**src/rtl/srg_pkg.sv**
```systemverilog
package srg_pkg;
  typedef enum logic [1:0] {
    SEL_BASE = 2'd0,
    SEL_SET  = 2'd1,
    SEL_CLR  = 2'd2,
    SEL_NONE = 2'd3
  } wr_sel_e;

  // One bit of the control word after a write through the given address.
  function automatic logic alias_bit(logic old_b, logic d_b, logic [1:0] sel);
    case (sel)
      SEL_BASE: alias_bit = d_b;
      SEL_SET:  alias_bit = old_b | d_b;
      SEL_CLR:  alias_bit = old_b & ~d_b;
      default:  alias_bit = old_b;
    endcase
  endfunction
endpackage

```
**src/rtl/srg_word_update.sv**
```systemverilog
module srg_word_update #(
  parameter int DATA_W = 32
) (
  input  logic [DATA_W-1:0] cur_word,
  input  logic              wr_en,
  input  logic [1:0]        wr_sel,
  input  logic [DATA_W-1:0] wr_data,
  output logic [DATA_W-1:0] next_word
);
  import srg_pkg::*;

  for (genvar b = 0; b < DATA_W; b++) begin : g_bit
    always_comb begin
      if (wr_en) next_word[b] = alias_bit(cur_word[b], wr_data[b], wr_sel);
      else       next_word[b] = cur_word[b];
    end
  end
endmodule

```
**src/rtl/srg_drain_timer.sv**
```systemverilog
module srg_drain_timer #(
  parameter int DRAIN_CYCLES = 4
) (
  input  logic clk,
  input  logic rst_n,
  input  logic arm,
  output logic hit
);
  localparam int CW = $clog2(DRAIN_CYCLES + 1);
  localparam logic [CW-1:0] LAST = CW'(DRAIN_CYCLES - 1);

  logic [CW-1:0] cnt_q;

  assign hit = arm && (cnt_q == LAST);

  always_ff @(posedge clk) begin
    if (!rst_n || !arm) cnt_q <= '0;
    else if (!hit)      cnt_q <= cnt_q + 1'b1;
  end
endmodule

```
**src/rtl/softrst_gate_ctrl.sv**
```systemverilog
module softrst_gate_ctrl #(
  parameter int                DATA_W       = 32,
  parameter int                DRAIN_CYCLES = 4,
  parameter logic [DATA_W-3:0] GEN_INIT     = 'h5
) (
  input  logic              clk,
  input  logic              rst_n,
  input  logic              wr_en,
  input  logic [1:0]        wr_sel,
  input  logic [DATA_W-1:0] wr_data,
  output logic [DATA_W-1:0] rd_data,
  output logic              core_rst,
  output logic              core_clk_en
);
  localparam int SRST_POS = DATA_W - 1;
  localparam int GATE_POS = DATA_W - 2;
  localparam int GEN_W    = DATA_W - 2;

  logic             srst_q, gate_q;
  logic [GEN_W-1:0] gen_q;
  logic [DATA_W-1:0] word_cur, word_wr;
  logic             drain_hit;   // timer expiry: gate closes next cycle
  logic             gate_hold;   // gate locked closed while reset is held

  assign word_cur  = {srst_q, gate_q, gen_q};
  assign gate_hold = srst_q & gate_q;

  srg_word_update #(.DATA_W(DATA_W)) u_upd (
    .cur_word (word_cur),
    .wr_en    (wr_en),
    .wr_sel   (wr_sel),
    .wr_data  (wr_data),
    .next_word(word_wr)
  );

  srg_drain_timer #(.DRAIN_CYCLES(DRAIN_CYCLES)) u_drain (
    .clk  (clk),
    .rst_n(rst_n),
    .arm  (srst_q & ~gate_q),
    .hit  (drain_hit)
  );

  always_ff @(posedge clk) begin
    if (!rst_n) begin
      srst_q <= 1'b0;
      gate_q <= 1'b0;
      gen_q  <= GEN_INIT;
    end else begin
      srst_q <= word_wr[SRST_POS];
      gate_q <= word_wr[GATE_POS] | drain_hit | gate_hold;
      gen_q  <= srst_q ? GEN_INIT : word_wr[GEN_W-1:0];
    end
  end

  assign rd_data     = {srst_q, gate_q, (srst_q ? GEN_INIT : gen_q)};
  assign core_rst    = srst_q;
  assign core_clk_en = ~gate_q;
endmodule

```
**config.mk**
```make
export PLATFORM = sky130hd
export DESIGN_NAME = softrst_gate_ctrl
export DESIGN_NICKNAME = d
export VERILOG_FILES = /design/src/rtl/srg_pkg.sv /design/src/rtl/srg_word_update.sv /design/src/rtl/srg_drain_timer.sv /design/src/rtl/softrst_gate_ctrl.sv
export SDC_FILE = /design/constraint.sdc
export NUM_CORES = 1
export LEC_CHECK = 0
export BUFFER_PORTS_ARGS = -buffer_cell sky130_fd_sc_hd__clkbuf_2
export CAP_MARGIN = 20
export CORE_ASPECT_RATIO = 0.7
export CORE_MARGIN = 2
export CORE_UTILIZATION = 46
export CTS_CLUSTER_DIAMETER = 150
export DETAILED_ROUTE_END_ITERATION = 8
export PLACE_DENSITY = 0.79
export SYNTH_ARGS = -nofsm -noshare
export SYNTH_HDL_FRONTEND = slang
export SYNTH_SLANG_ARGS = --single-unit
```
**constraint.sdc**
```tcl
create_clock -name clk -period 1.6 [get_ports clk]
set_input_delay 0.32 -clock clk [delete_from_list [all_inputs] [get_ports clk]]
set_output_delay 0.32 -clock clk [all_outputs]
set_load 0.03 [all_outputs]
```
After elaboration in Yosys (flattened, before gate mapping). Cells that the tools add are included.

Equal/unequal tests: 3. Mux-type cells: 34. Add/sub/neg operators: 1. Bitwise logic cells: 102. Reduce and logical (&&, ||, !) cells: 8.

Operators with widths (count): 1-bit case mux with 3 select lines (32); 1-bit AND (34); 1-bit inverter (34); 1-bit bitwise OR (34); 30-bit two-way mux (1); 3-bit by 1-bit adder with 3-bit output (second input constant) (1); 3-bit by 2-bit == test with 1-bit output (second input constant) (1); 3-bit nonzero test (1); 2-bit by 1-bit == test with 1-bit output (second input constant) (1); 2-bit == test (second input constant) (1); 1-bit logical NOT (2); 2-bit logical NOT (1); 2-bit AND reduction (1); 2-bit OR reduction (1); 1-bit logical AND (1); 1-bit logical OR (1); 1-bit two-way mux (1).

Register bits: 35. Input port bits: 37. Output and inout bits: 34. Word-level logic and storage cells: 152.

Longest topological paths before layout. Gate-level depths: netlist of the first run.

Depth after elaboration: 6. Depth in mapped cells: 7. Mapped depth without buffers: 5.

Modules after synthesis. A second synthesis of the first run with hierarchy kept.

Cells, all modules: 197. Area total of the unflattened synthesis: 1888.1 sq um.

By module, submodules not included: softrst_gate_ctrl (seq. area each 640.6 sq um, cells an instance 106, times used 1, area each 1201.2 sq um); srg_word_update (seq. area each 0.0 sq um, cells an instance 77, times used 1, area each 546.8 sq um); srg_drain_timer (seq. area each 60.1 sq um, cells an instance 14, times used 1, area each 140.1 sq um).

Least setup slack after synthesis of the first run. Ideal clock, no wire load.

Kind: reg-to-output. Start point: register srst_q (netlist: core_rst). End point: output port rd_data[10]. Slack: 0.114 ns. Arrival: 1.166 ns. Buffers on the path: 1. Stages on the path, launching flop included: 3. Data required time: 1.280 ns. Path through: dfxtp_1 > clkbuf_1 > nor2b_1.

Longest elaborated chain between the ends: 1.

Ends and longest elaborated chain: from (decl) (RTL line softrst_gate_ctrl.sv:19) `logic srst_q, gate_q;`; from (signal assigned) (RTL line softrst_gate_ctrl.sv:49) `srst_q <= word_wr[SRST_POS];`; 30-bit two-way mux (RTL line softrst_gate_ctrl.sv:55) `assign rd_data = {srst_q, gate_q, (srst_q ? GEN_INIT : gen_q)};`; to (decl) (RTL line softrst_gate_ctrl.sv:11) `output logic [DATA_W-1:0] rd_data,`.

No other way between the ends.

Worst setup path in the final report of the first run.
Start point: register srst_q (netlist: core_rst). End point: output port rd_data[29].

The elaborated chain is that of the path after synthesis.

==> insert_results.sql, run 1 <==
INSERT INTO impl_metrics (metric_group, metric, value, unit) VALUES
('global_route', 'grt.total_usage', '0.214', ''),
('timing', 'clock-skew-final', '0.00282', 'ns'),
('status', 'run_status', 'finished clean', ''),
('timing', 'finalSetupViolations', '0', ''),
('critical_path', 'critical_path_required', '1.28', 'ns'),
('global_route', 'gr-total-overflow', '0', ''),
('critical_path', 'critPathSlowestCell', 'sky130_fd_sc_hd__dfxtp_2', ''),
('pwr', 'power.clock.fraction', '0.275', ''),
('pwr', 'total_power', '2.29', 'mW'),
('placement', 'detailed_placer_s_ending_hpwl', '3.83', 'mm'),
('detailed_routing', 'highest_layer', 'met4', ''),
('synth', 'post_synth_num_cell_types', '28', ''),
('pwr', 'cellLeakagePower', '1.25', 'nW'),
('floorplanning', 'total_core_area', '4400', 'um2'),
('pwr', 'vdd.ir_drop.worst', '487', 'uV'),
('clock_tree', 'cts_hold_buf', '0', ''),
('critical_path', 'critical_path.max_stage_delay', '0.39', 'ns'),
('detailed_routing', 'detail_route.iter0.violations', '43', ''),
('clock_tree', 'cts_made_buffers', '5', ''),
('synth', 'register_bit_total_from_synthesis', '35', ''),
('timing', 'maxSlewViolCount', '0', ''),
('critical_path', 'crit_path_dat', '1.22', 'ns'),
('final_layout', 'final-instance-count-excl-fill', '371', ''),
('min_path', 'worstHoldPathType', 'in -> reg', ''),
('timing', 'rsz0062_at_grt', 'no', ''),
('pwr', 'pwr_density_cell', '834', 'nW/um2'),
('detailed_routing', 'route.antenna.remaining_nets', '0', ''),
('final_layout', 'flow.area_growth_from_synthesis', '28.9', '%'),
('critical_path', 'crit_chain', 'buf_6 -> nor2b_1 -> clkbuf_2', ''),
('clock_tree', 'insertion_delay', '0.29', 'ns'),
('floorplanning', 'die_width', '85.4', 'um'),
('pwr', 'pwr-share-comb', '0.309', ''),
('clock_tree', 'clock_tree.htree_level_count', '2', ''),
('synth', 'mappedNetlistArea', '2130', 'um2'),
('timing', 'max_freq', '0.651', 'GHz'),
('detailed_routing', 'routed-via-count', '2017', ''),
('timing', 'worst-slew-pin-transition', '0.468', 'ns'),
('global_route', 'grt_max_degree', '24', ''),
('critical_path', 'worst-setup-path-type', 'reg -> out', ''),
('critical_path', 'family_with_the_most_delay_on_the_worst_path', 'flip-flops', ''),
('pwr', 'p_sw_frac', '0.332', ''),
('detailed_routing', 'wl', '5.18', 'mm'),
('critical_path', 'worstPathBufferInverterCount', '2', ''),
('job', 'total_of_max_cap_violations', '0', ''),
('clock_tree', 'numClockSinks', '35', ''),
('timing', 'period_minus_slack', '1.54', 'ns'),
('timing', 'holdWs', '0.282', 'ns'),
('detailed_routing', 'dr_drc_count', '0', ''),
('clock_tree', 'root_buffer', 'sky130_fd_sc_hd__clkbuf_8', ''),
('timing', 'final-hold-violation-count', '0', ''),
('global_route', 'antenna_found_initial', '0', ''),
('critical_path', 'worst_setup_path_start_kind', 'flip-flop', ''),
('timing', 'layout_worst_path_cycle_share', '0.960', ''),
('floorplanning', 'initial_cell_density_of_the_core', '0.484', ''),
('floorplanning', 'placementRows', '20', ''),
('timing', 'maxSlewHeadroom', '0.688', ''),
('pwr', 'net-switching-power', '761', 'uW'),
('synth', 'synth.net_count', '283', ''),
('detailed_routing', 'detailed_route_wirelength_on_metal3', '325', 'um'),
('clock_tree', 'cts.reportedPaths.clkPinSlew', '0.07', 'ns'),
('detailed_routing', 'route.layer.met1.wl', '2.49', 'mm'),
('detailed_routing', 'drtPass1Iterations', '4', ''),
('placement', 'placed_cells_incl_taps', '363', ''),
('synth', 'proportion_of_synthesized_chip_area_in_sequential_cells', '0.328', ''),
('synth', 'yosys_warnings', '0', ''),
('timing', 'setup_total_negative_slack', '0', 'ns'),
('detailed_routing', 'detail_route.vias_per_cell', '5.44', ''),
('floorplanning', 'floorplan.io_pins', '71', ''),
('synth', 'synth_top_cells_by_area', 'sky130_fd_sc_hd__dfxtp_1 33%, sky130_fd_sc_hd__nor2b_1 11%, sky130_fd_sc_hd__a21oi_1 7.0%', ''),
('global_route', 'first_pass_grt_wire_length', '8.63', 'mm'),
('detailed_routing', 'detail_route.wl_per_cell', '14.0', 'um');
what timing repair did:
action                                  4_1_cts  5_1_grt
endpoints found under the hold margin         0        0
setup buffers                                 0        0
endpoints found under the setup margin       21       15
resized for setup                             1        3
gates cloned                                  0        0
cells in the final DEF (no fill, tap or decap), types with 10 or more instances in the layout:
cell	n
sky130_fd_sc_hd__a21oi_1	30
sky130_fd_sc_hd__dfxtp_1	34
sky130_fd_sc_hd__buf_4	15
sky130_fd_sc_hd__a211oi_1	19
sky130_fd_sc_hd__o22ai_2	10
sky130_fd_sc_hd__nor2b_1	38
sky130_fd_sc_hd__clkbuf_2	68
sky130_fd_sc_hd__and2b_1	19
sky130_fd_sc_hd__o22ai_1	19
sky130_fd_sc_hd__a211oi_2	10
sequential cells by signal, indices dropped and copies added, names as in the netlist:
| name | flops |
|---|---|
| gate_q | 1 |
| gen_q | 30 |
| core_rst | 1 |
| u_drain.cnt_q | 3 |
path summary, 6_finish.rpt:
check             depth (start not counted)          endpoint              from
hold reg to reg                           2  u_drain.cnt_q[2]  u_drain.cnt_q[2]
setup reg to reg                          3         gen_q[16]          core_rst
setup / recovery                          3       rd_data[29]          core_rst
hold / removal                            2          gen_q[0]        wr_data[0]
synthesized netlist by cell type:
master	number
sky130_fd_sc_hd__nand2b_1	2
sky130_fd_sc_hd__mux2i_1	1
sky130_fd_sc_hd__a31oi_1	1
sky130_fd_sc_hd__nand2b_2	1
sky130_fd_sc_hd__a221o_1	2
sky130_fd_sc_hd__dfxtp_1	35
sky130_fd_sc_hd__and2_1	1
sky130_fd_sc_hd__buf_6	1
sky130_fd_sc_hd__buf_4	3
sky130_fd_sc_hd__o22ai_1	19
sky130_fd_sc_hd__xor2_1	1
sky130_fd_sc_hd__nand2_1	2
sky130_fd_sc_hd__a211oi_1	19
sky130_fd_sc_hd__o22ai_2	10
sky130_fd_sc_hd__and2b_1	19
sky130_fd_sc_hd__nor2b_1	39
sky130_fd_sc_hd__nor2_1	5
sky130_fd_sc_hd__a31o_2	1
sky130_fd_sc_hd__o211ai_1	3
sky130_fd_sc_hd__a211oi_2	10
sky130_fd_sc_hd__or2_2	2
sky130_fd_sc_hd__buf_12	1
sky130_fd_sc_hd__ha_1	6
sky130_fd_sc_hd__nand3_1	2
sky130_fd_sc_hd__buf_2	10
sky130_fd_sc_hd__clkbuf_1	9
sky130_fd_sc_hd__a21oi_1	30
sky130_fd_sc_hd__inv_1	5
stage by stage:
step	worst slack [ns]	area, um2	util
after floorplan	0.114	2130	-
after global placement	0.00168	2660	0.605
after detailed placement	-0.0559	2660	0.605
after CTS	0.00449	2750	0.623
after global routing	0.0164	2750	0.624
final	0.0633	2750	0.624
worst reg2reg max path: stages (launching register included):
cell and delay [ns]:
sky130_fd_sc_hd__dfxtp_2 0.45, sky130_fd_sc_hd__nand2b_1 0.43, sky130_fd_sc_hd__buf_12 0.24, sky130_fd_sc_hd__a211oi_1 0.07
area by class of cell:
type                            instances  area, um2
Sequential cell                        35        702
Tap cell                               55       68.8
Fill cell                             409       1660
Clock buffer                            7       76.3
Timing Repair Buffer                   92        594
Multi-Input combinational cell        176       1280
Inverter                                5       18.8
Clock inverter                          1       5.00
cells by family (layout without fill, tap and decap cells):
group / count (synthesis) / count (layout) / synth area share
XOR/XNOR: 1 / 1 / 0.00411
AO/OA/AOI/OAI: 95 / 95 / 0.337
flip-flops: 35 / 35 / 0.328
adder cells (fa/ha/maj): 6 / 6 / 0.0352
multiplexers: 1 / 1 / 0.00469
AND/OR/NAND/NOR: 73 / 73 / 0.217
buffers and inverters: 29 / 105 / 0.0733
power groups by stage:
stage               clock network (mW)  logic, mW  registers [mW]
floorplan                            0      0.480           0.966
global placement                     0      0.690           0.973
detailed placement                   0      0.707           0.972
CTS                              0.642      0.710           0.954
global route                     0.686      0.766           0.961
finish                           0.631      0.708           0.954
per-layer routing:
metal / vias to the layer above / global-route usage
met4: 0 / 0.0816
met1: 929 / 0.292
met2: 61 / 0.334
li1: 1020 / -
met5: - / 0
met3: 7 / 0.0531
Power figures use the tool's default switching activity.
==> run 2, diff against run 1 <==
==> constraint.sdc (replaced) <==
create_clock -name clk -period 1.4 [get_ports clk]
set_input_delay 0.28 -clock clk [delete_from_list [all_inputs] [get_ports clk]]
set_output_delay 0.28 -clock clk [all_outputs]
set_load 0.03 [all_outputs]
==> run 2 against run 1 <==
  * The run now ends with negative setup slack left
  * Final area up 6.5%
  * First-iteration DRC count up 100%
  * Combinational power up 25%
  * Via count up 1.8%
  * Power up 19%
  * Final cell count down 0.27%
  * Critical path type unchanged
  * Largest power group unchanged
==> insert_results.sql, run 2 (synthesis gave the netlist of run 1 again) <==
INSERT INTO impl_metrics (metric_group, metric, value, unit) VALUES
('status', 'run_status', 'finished, violations left', ''),
('status', 'violations_in_the_final_reports', 'negative setup slack', ''),
('critical_path', 'critical_path_required', '1.12', 'ns'),
('clock_tree', 'cts.reportedPaths.clkPinSlew', '0.07', 'ns'),
('final_layout', 'largest_register', 'gen_q', ''),
('critical_path', 'r2r_cells', '3', ''),
('timing', 'finalSetupViolations', '3', ''),
('critical_path', 'crit-reg2reg-capture', 'gen_q[17]', ''),
('final_layout', 'flow.area_growth_from_synthesis', '37.2', '%'),
('floorplanning', 'placementRows', '20', ''),
('timing', 'worst-slew-pin-transition', '0.399', 'ns'),
('min_path', 'worstHoldPathType', 'in -> reg', ''),
('timing', 'maxSlewViolCount', '0', ''),
('detailed_routing', 'detail_route.iter0.violations', '86', ''),
('critical_path', 'critPathMaxFanout', '7', ''),
('final_layout', 'largest_register_ff_count', '30', ''),
('timing', 'max_freq', '0.704', 'GHz'),
('placement', 'gp_congestion', '0.769', ''),
('final_layout', 'final.fill_count', '357', ''),
('final_layout', 'mostFrequentLayoutCell', 'sky130_fd_sc_hd__clkbuf_2', ''),
('timing', 'clock-skew-final', '0.00444', 'ns'),
('detailed_routing', 'detail_route.wl_per_cell', '14.7', 'um'),
('critical_path', 'crit_path_dat', '1.14', 'ns'),
('detailed_routing', 'route.antenna.remaining_nets', '0', ''),
('floorplanning', 'initial_cell_density_of_the_core', '0.484', ''),
('detailed_routing', 'wl', '5.46', 'mm'),
('clock_tree', 'cts_made_buffers', '5', ''),
('min_path', 'worstHoldPathCells', '2', ''),
('timing', 'holdWs', '0.251', 'ns'),
('global_route', 'first_pass_grt_wire_length', '8.83', 'mm'),
('placement', 'place.port_buffers', '70', ''),
('timing', 'setup_total_negative_slack', '-0.0349', 'ns'),
('timing', 'layout_worst_path_cycle_share', '1.01', ''),
('global_route', 'grt.total_usage', '0.218', ''),
('min_path', 'min_delay_worst_endpoint', 'gen_q[2]', ''),
('placement', 'post-place-ws', '-0.135', 'ns'),
('final_layout', 'drive_above_1_share', '0.435', ''),
('final_layout', 'num_antenna_cells', '0', ''),
('clock_tree', 'cts_tree', 'yes', ''),
('detailed_routing', 'dr_drc_count', '0', ''),
('detailed_routing', 'detail_route.vias_per_cell', '5.55', ''),
('timing', 'rsz0062_at_grt', 'yes', ''),
('pwr', 'pwr_density_cell', '932', 'nW/um2'),
('global_route', 'first_global_vias', '1858', ''),
('floorplanning', 'floorplan.io_pins', '71', ''),
('min_path', 'timing.hold.worst.start', 'wr_data[2]', ''),
('timing', 'period_minus_slack', '1.42', 'ns'),
('final_layout', 'postLayoutCoreUtil', '0.664', ''),
('critical_path', 'worst-setup-path-type', 'reg -> out', ''),
('clock_tree', 'numClockSinks', '35', ''),
('global_route', 'grt_max_degree', '21', ''),
('final_layout', 'fin_nets', '358', ''),
('critical_path', 'reg2reg_setup_slack', '0.18', 'ns'),
('clock_tree', 'insertion_delay', '0.29', 'ns'),
('placement', 'placed_cell_area', '2650', 'um2'),
('clock_tree', 'root_buffer', 'sky130_fd_sc_hd__clkbuf_8', ''),
('critical_path', 'worst_setup_path_start_kind', 'flip-flop', ''),
('pwr', 'vdd.ir_drop.worst', '623', 'uV'),
('placement', 'detailed_placer_s_ending_hpwl', '3.90', 'mm'),
('critical_path', 'rr_startpoint', 'core_rst', ''),
('floorplanning', 'dieHeight', '61.0', 'um'),
('floorplanning', 'total_core_area', '4400', 'um2'),
('global_route', 'gr-total-overflow', '0', ''),
('detailed_routing', 'routed-via-count', '2054', ''),
('timing', 'finalWorstSetupSlack', '-0.0197', 'ns'),
('final_layout', 'final_cell_area', '2930', 'um2'),
('floorplanning', 'die-area', '5210', 'um2'),
('critical_path', 'critPathCaptureType', 'primary output', ''),
('final_layout', 'commonest_cells_after_routing_fill_and_taps_aside', '38 x sky130_fd_sc_hd__clkbuf_2, 34 x sky130_fd_sc_hd__dfxtp_1, 33 x sky130_fd_sc_hd__buf_4, 30 x sky130_fd_sc_hd__a21oi_1, 27 x sky130_fd_sc_hd__nor2b_1', ''),
('job', 'total_of_max_cap_violations', '0', ''),
('detailed_routing', 'drtPass1Iterations', '4', ''),
('timing', 'final-hold-violation-count', '0', ''),
('floorplanning', 'die_width', '85.4', 'um'),
('global_route', 'antenna_found_initial', '0', ''),
('final_layout', 'reg.largest.list', 'gen_q: 30 flops, u_drain.cnt_q: 3 flops', ''),
('clock_tree', 'clockBufferDepth', '2', ''),
('pwr', 'cellLeakagePower', '1.29', 'nW'),
('timing', 'maxSlewHeadroom', '0.734', ''),
('clock_tree', 'clock_tree.htree_level_count', '2', '');
## run 2: cell count changes in the layout (fill, tap and decap cells not counted), moves of 2 or more
cell / previous run / this run
sky130_fd_sc_hd__nor2b_2: 0 / 9
sky130_fd_sc_hd__clkbuf_2: 68 / 38
sky130_fd_sc_hd__buf_6: 1 / 12
sky130_fd_sc_hd__nor2b_1: 38 / 27
sky130_fd_sc_hd__buf_2: 2 / 0
sky130_fd_sc_hd__clkbuf_1: 2 / 0
sky130_fd_sc_hd__nor2b_4: 1 / 3
sky130_fd_sc_hd__buf_4: 15 / 33
sky130_fd_sc_hd__buf_12: 6 / 4
sky130_fd_sc_hd__buf_8: 0 / 3
sky130_fd_sc_hd__clkbuf_4: 0 / 2
## run 2: where the power goes
group / internal, mW / leakage, nW / switching, mW / total [mW]
Combinational: 0.406 / 0.954 / 0.481 / 0.887
Clock: 0.386 / 0.0470 / 0.363 / 0.749
Sequential: 1.06 / 0.287 / 0.0344 / 1.09
## run 2: area by class of cell
class | instances | area [um2] | share of cell area
Multi-Input combinational cell | 176 | 1330 | 0.456
Timing Repair Buffer | 92 | 713 | 0.244
Sequential cell | 35 | 704 | 0.241
Clock buffer | 6 | 82.6 | 0.0282
Tap cell | 55 | 68.8 | 0.0235
Inverter | 5 | 18.8 | 0.00641
Clock inverter | 1 | 5.00 | 0.00171
## run 2: through the flow
| stage | instances | power, mW |
|---|---|---|
| finish | 370 | 2.73 |
| global route | 370 | 2.87 |
| CTS | 370 | 2.70 |
| detailed placement | 363 | 1.92 |
| global placement | 363 | 1.90 |
| floorplan | 240 | 1.66 |
## run 2: worst max-delay path: stages, from the launching register on
cell	delay (ns)
sky130_fd_sc_hd__dfxtp_4	0.38
sky130_fd_sc_hd__buf_4	0.18
sky130_fd_sc_hd__nor2b_2	0.15
sky130_fd_sc_hd__buf_6	0.15
## run 2: timing repair
action	in CTS	in global routing
setup buffers	0	0
gates resized for setup	36	57
endpoints found under the setup margin	30	32
hold buffers	0	0
## run 2: layer usage
| metal | track usage | wire, um | vias to the layer above |
|---|---|---|---|
| li1 | - | - | 1020 |
| met1 | 0.298 | 2640 | 961 |
| met4 | 0.0612 | 65 | 0 |
| met5 | 0 | 0 | - |
| met2 | 0.345 | 2370 | 66 |
| met3 | 0.0585 | 381 | 7 |
## run 2: worst max path at each step
| stage | start | slack [ns] | cells past startpoint | endpoint |
|---|---|---|---|---|
| after detailed placement | wr_sel[0] | -0.14 | 6 | gen_q[0] |
| final | core_rst | -0.02 | 3 | rd_data[8] |
| after global routing | core_rst | -0.05 | 3 | rd_data[29] |
| after global placement | wr_sel[0] | -0.09 | 6 | gen_q[0] |
| after CTS | core_rst | -0.03 | 3 | rd_data[7] |
| after floorplan | wr_sel[0] | 0.04 | 6 | gen_q[2] |
==> run 3, diff against run 2 <==
--- a/config.mk
+++ b/config.mk
@@ -9,10 +9,10 @@
 export CAP_MARGIN = 20
 export CORE_ASPECT_RATIO = 0.7
 export CORE_MARGIN = 2
-export CORE_UTILIZATION = 46
+export CORE_UTILIZATION = 40
 export CTS_CLUSTER_DIAMETER = 150
 export DETAILED_ROUTE_END_ITERATION = 8
-export PLACE_DENSITY = 0.79
+export PLACE_DENSITY = 0.7
 export SYNTH_ARGS = -nofsm -noshare
 export SYNTH_HDL_FRONTEND = slang
 export SYNTH_SLANG_ARGS = --single-unit
==> run 3 against run 2 <==
  * The run still ends with negative setup slack left
  * Power grew 6.1%
  * Via count shrank 2.4%
  * Die area grew 14%
  * Clock skew grew 0.00074 ns
  * Final cell count grew 5.4%
  * Worst setup slack lost 0.017 ns
  * Sequential cell count is the same
  * Largest cell class unchanged
==> insert_results.sql, run 3 (synthesis gave the netlist of run 1 again) <==
INSERT INTO impl_metrics (metric_group, metric, value, unit) VALUES
('status', 'run_status', 'finished, violations left', ''),
('status', 'violations_in_the_final_reports', 'negative setup slack', ''),
('global_route', 'grt_max_degree', '29', ''),
('final_layout', 'largest_register', 'gen_q', ''),
('min_path', 'min_delay_worst_endpoint', 'gen_q[2]', ''),
('critical_path', 'r2r_cells', '4', ''),
('global_route', 'first_global_vias', '1797', ''),
('clock_tree', 'root_buffer', 'sky130_fd_sc_hd__clkbuf_8', ''),
('floorplanning', 'initial_cell_density_of_the_core', '0.410', ''),
('critical_path', 'critPathMaxFanout', '10', ''),
('timing', 'clock-skew-final', '0.00518', 'ns'),
('job', 'total_of_max_cap_violations', '0', ''),
('final_layout', 'reg.largest.list', 'gen_q: 30 flops, u_drain.cnt_q: 3 flops', ''),
('critical_path', 'crit_path_dat', '1.16', 'ns'),
('final_layout', 'drive_above_1_share', '0.409', ''),
('critical_path', 'rr_startpoint', 'u_drain.cnt_q[0]', ''),
('final_layout', 'num_antenna_cells', '0', ''),
('detailed_routing', 'detail_route.wl_per_cell', '13.6', 'um'),
('final_layout', 'combined_area_of_the_multi_input_logic_cells', '1300', 'um2'),
('critical_path', 'worst-setup-path-type', 'reg -> out', ''),
('min_path', 'timing.hold.worst.start', 'wr_data[2]', ''),
('detailed_routing', 'routed-via-count', '2005', ''),
('timing', 'finalWorstSetupSlack', '-0.0362', 'ns'),
('pwr', 'vdd.ir_drop.worst', '630', 'uV'),
('pwr', 'pwr_density_cell', '1000', 'nW/um2'),
('final_layout', 'commonest_cells_after_routing_fill_and_taps_aside', '45 x sky130_fd_sc_hd__buf_4, 40 x sky130_fd_sc_hd__clkbuf_2, 37 x sky130_fd_sc_hd__nor2b_1, 34 x sky130_fd_sc_hd__dfxtp_1, 30 x sky130_fd_sc_hd__a21oi_1', ''),
('final_layout', 'area.sequential', '704', 'um2'),
('pwr', 'cellLeakagePower', '1.29', 'nW'),
('global_route', 'antenna_found_initial', '0', ''),
('final_layout', 'mostFrequentLayoutCell', 'sky130_fd_sc_hd__buf_4', ''),
('pwr', 'total_power', '2.89', 'mW'),
('clock_tree', 'numClockSinks', '35', ''),
('clock_tree', 'cts_hold_buf', '0', ''),
('critical_path', 'crit_path_start', 'core_rst', ''),
('floorplanning', 'die_width', '91.3', 'um'),
('clock_tree', 'cts_made_buffers', '5', ''),
('detailed_routing', 'drtPass1Iterations', '4', ''),
('timing', 'finalSetupViolations', '12', ''),
('floorplanning', 'total_core_area', '5200', 'um2'),
('timing', 'maxSlewViolCount', '0', ''),
('critical_path', 'critPathSlowestCell', 'sky130_fd_sc_hd__dfxtp_4', ''),
('final_layout', 'postLayoutCoreUtil', '0.555', ''),
('global_route', 'grt.total_usage', '0.181', ''),
('clock_tree', 'cts_tree', 'yes', ''),
('placement', 'place.port_buffers', '70', ''),
('clock_tree', 'clockBufferDepth', '2', ''),
('min_path', 'worstHoldPathCells', '2', ''),
('final_layout', 'flow.area_growth_from_synthesis', '35.2', '%'),
('timing', 'final-hold-violation-count', '0', ''),
('floorplanning', 'placementRows', '22', ''),
('global_route', 'first_pass_grt_wire_length', '8.62', 'mm'),
('critical_path', 'crit_chain', 'or2_2 -> clkbuf_8', ''),
('critical_path', 'critPathCaptureType', 'primary output', ''),
('detailed_routing', 'dr_drc_count', '0', ''),
('timing', 'maxSlewHeadroom', '0.849', ''),
('placement', 'gp_congestion', '0.764', ''),
('critical_path', 'reg2reg_setup_slack', '0.25', 'ns'),
('critical_path', 'critical_path.max_stage_delay', '0.39', 'ns'),
('final_layout', 'fin_nets', '360', ''),
('clock_tree', 'clock_tree.htree_level_count', '2', ''),
('clock_tree', 'insertion_delay', '0.29', 'ns'),
('placement', 'detailed_placer_s_ending_hpwl', '3.82', 'mm'),
('min_path', 'worstHoldPathType', 'in -> reg', ''),
('detailed_routing', 'route.antenna.remaining_nets', '0', ''),
('timing', 'worst-slew-pin-transition', '0.227', 'ns'),
('timing', 'max_freq', '0.696', 'GHz'),
('timing', 'period_minus_slack', '1.44', 'ns'),
('floorplanning', 'floorplan.io_pins', '71', ''),
('final_layout', 'final.fill_count', '489', ''),
('floorplanning', 'die-area', '5940', 'um2'),
('timing', 'rsz0062_at_grt', 'yes', ''),
('floorplanning', 'dieHeight', '65.1', 'um'),
('detailed_routing', 'detail_route.vias_per_cell', '5.14', ''),
('critical_path', 'worst_setup_path_start_kind', 'flip-flop', ''),
('final_layout', 'largest_register_ff_count', '30', ''),
('detailed_routing', 'detail_route.iter0.violations', '44', ''),
('detailed_routing', 'wl', '5.29', 'mm'),
('critical_path', 'critical_path_required', '1.12', 'ns'),
('timing', 'layout_worst_path_cycle_share', '1.03', ''),
('clock_tree', 'cts.reportedPaths.clkPinSlew', '0.07', 'ns'),
('critical_path', 'crit-reg2reg-capture', 'u_drain.cnt_q[1]', ''),
('global_route', 'gr-total-overflow', '0', '');
==> run 3: changes by cell type in the layout (fill, tap and decap cells not counted), sizes merged <==
cell / delta
bufinv: +1
buf: -1
clkbuf: +3
==> run 3: timing repair <==
item,4_1_cts,5_1_grt
gates resized for setup,31,35
setup endpoints to repair,24,30
gates cloned,0,0
setup buffers,1,0
==> run 3: power breakdown <==
| group | switching [mW] | total [mW] | internal, mW |
|---|---|---|---|
| logic | 0.463 | 0.840 | 0.377 |
| clock network | 0.385 | 0.962 | 0.576 |
| registers | 0.0358 | 1.09 | 1.06 |
| total | 0.883 | 2.89 | 2.01 |
==> run 3: how the worst max path moves through the flow <==
stage / to / slack, ns / cells past startpoint
floorplan: gen_q[2] / 0.04 / 6
global placement: gen_q[0] / -0.08 / 6
detailed placement: gen_q[0] / -0.11 / 6
CTS: rd_data[6] / -0.05 / 3
global route: rd_data[4] / -0.07 / 3
finish: rd_data[0] / -0.04 / 2
==> run 3: worst max-delay path: cells and delay by family (launching register included) <==
family	cells	cell delay, ns
buf+inv	1	0.16
simple gates	1	0.31
flops	1	0.39
==> run 3: through the flow <==
stage / hold WS (ns) / TNS, ns / worst slack (ns) / area (um2) / std cells
detailed placement: 0.486 / -1.96 / -0.112 / 2660 / 381
global placement: 0.463 / -0.837 / -0.0769 / 2660 / 381
global route: 0.263 / -1.24 / -0.0717 / 2890 / 390
CTS: 0.247 / -0.935 / -0.0527 / 2870 / 390
finish: 0.258 / -0.196 / -0.0362 / 2890 / 390
floorplan: 0.408 / 0 / 0.0417 / 2150 / 240
==> run 3: final cells by class <==
type / count / share of cell area
inverters: 5 / 0.00650
clock buffers: 6 / 0.0286
multi-input cells: 176 / 0.450
flip-flops and latches: 35 / 0.244
clock inverters: 2 / 0.0121
well taps: 72 / 0.0312
repair buffers: 94 / 0.227
==> run 3: metal layers <==
layer  up-vias  GRT usage  part of all wire  routed length [um]
li1       1028          -                 -                   -
met1       898      0.251              0.51                2690
met2        69      0.266              0.41                2140
met3        10     0.0505             0.069                 366
met4         0     0.0758             0.016                  87
met5         -          0                 0                   0
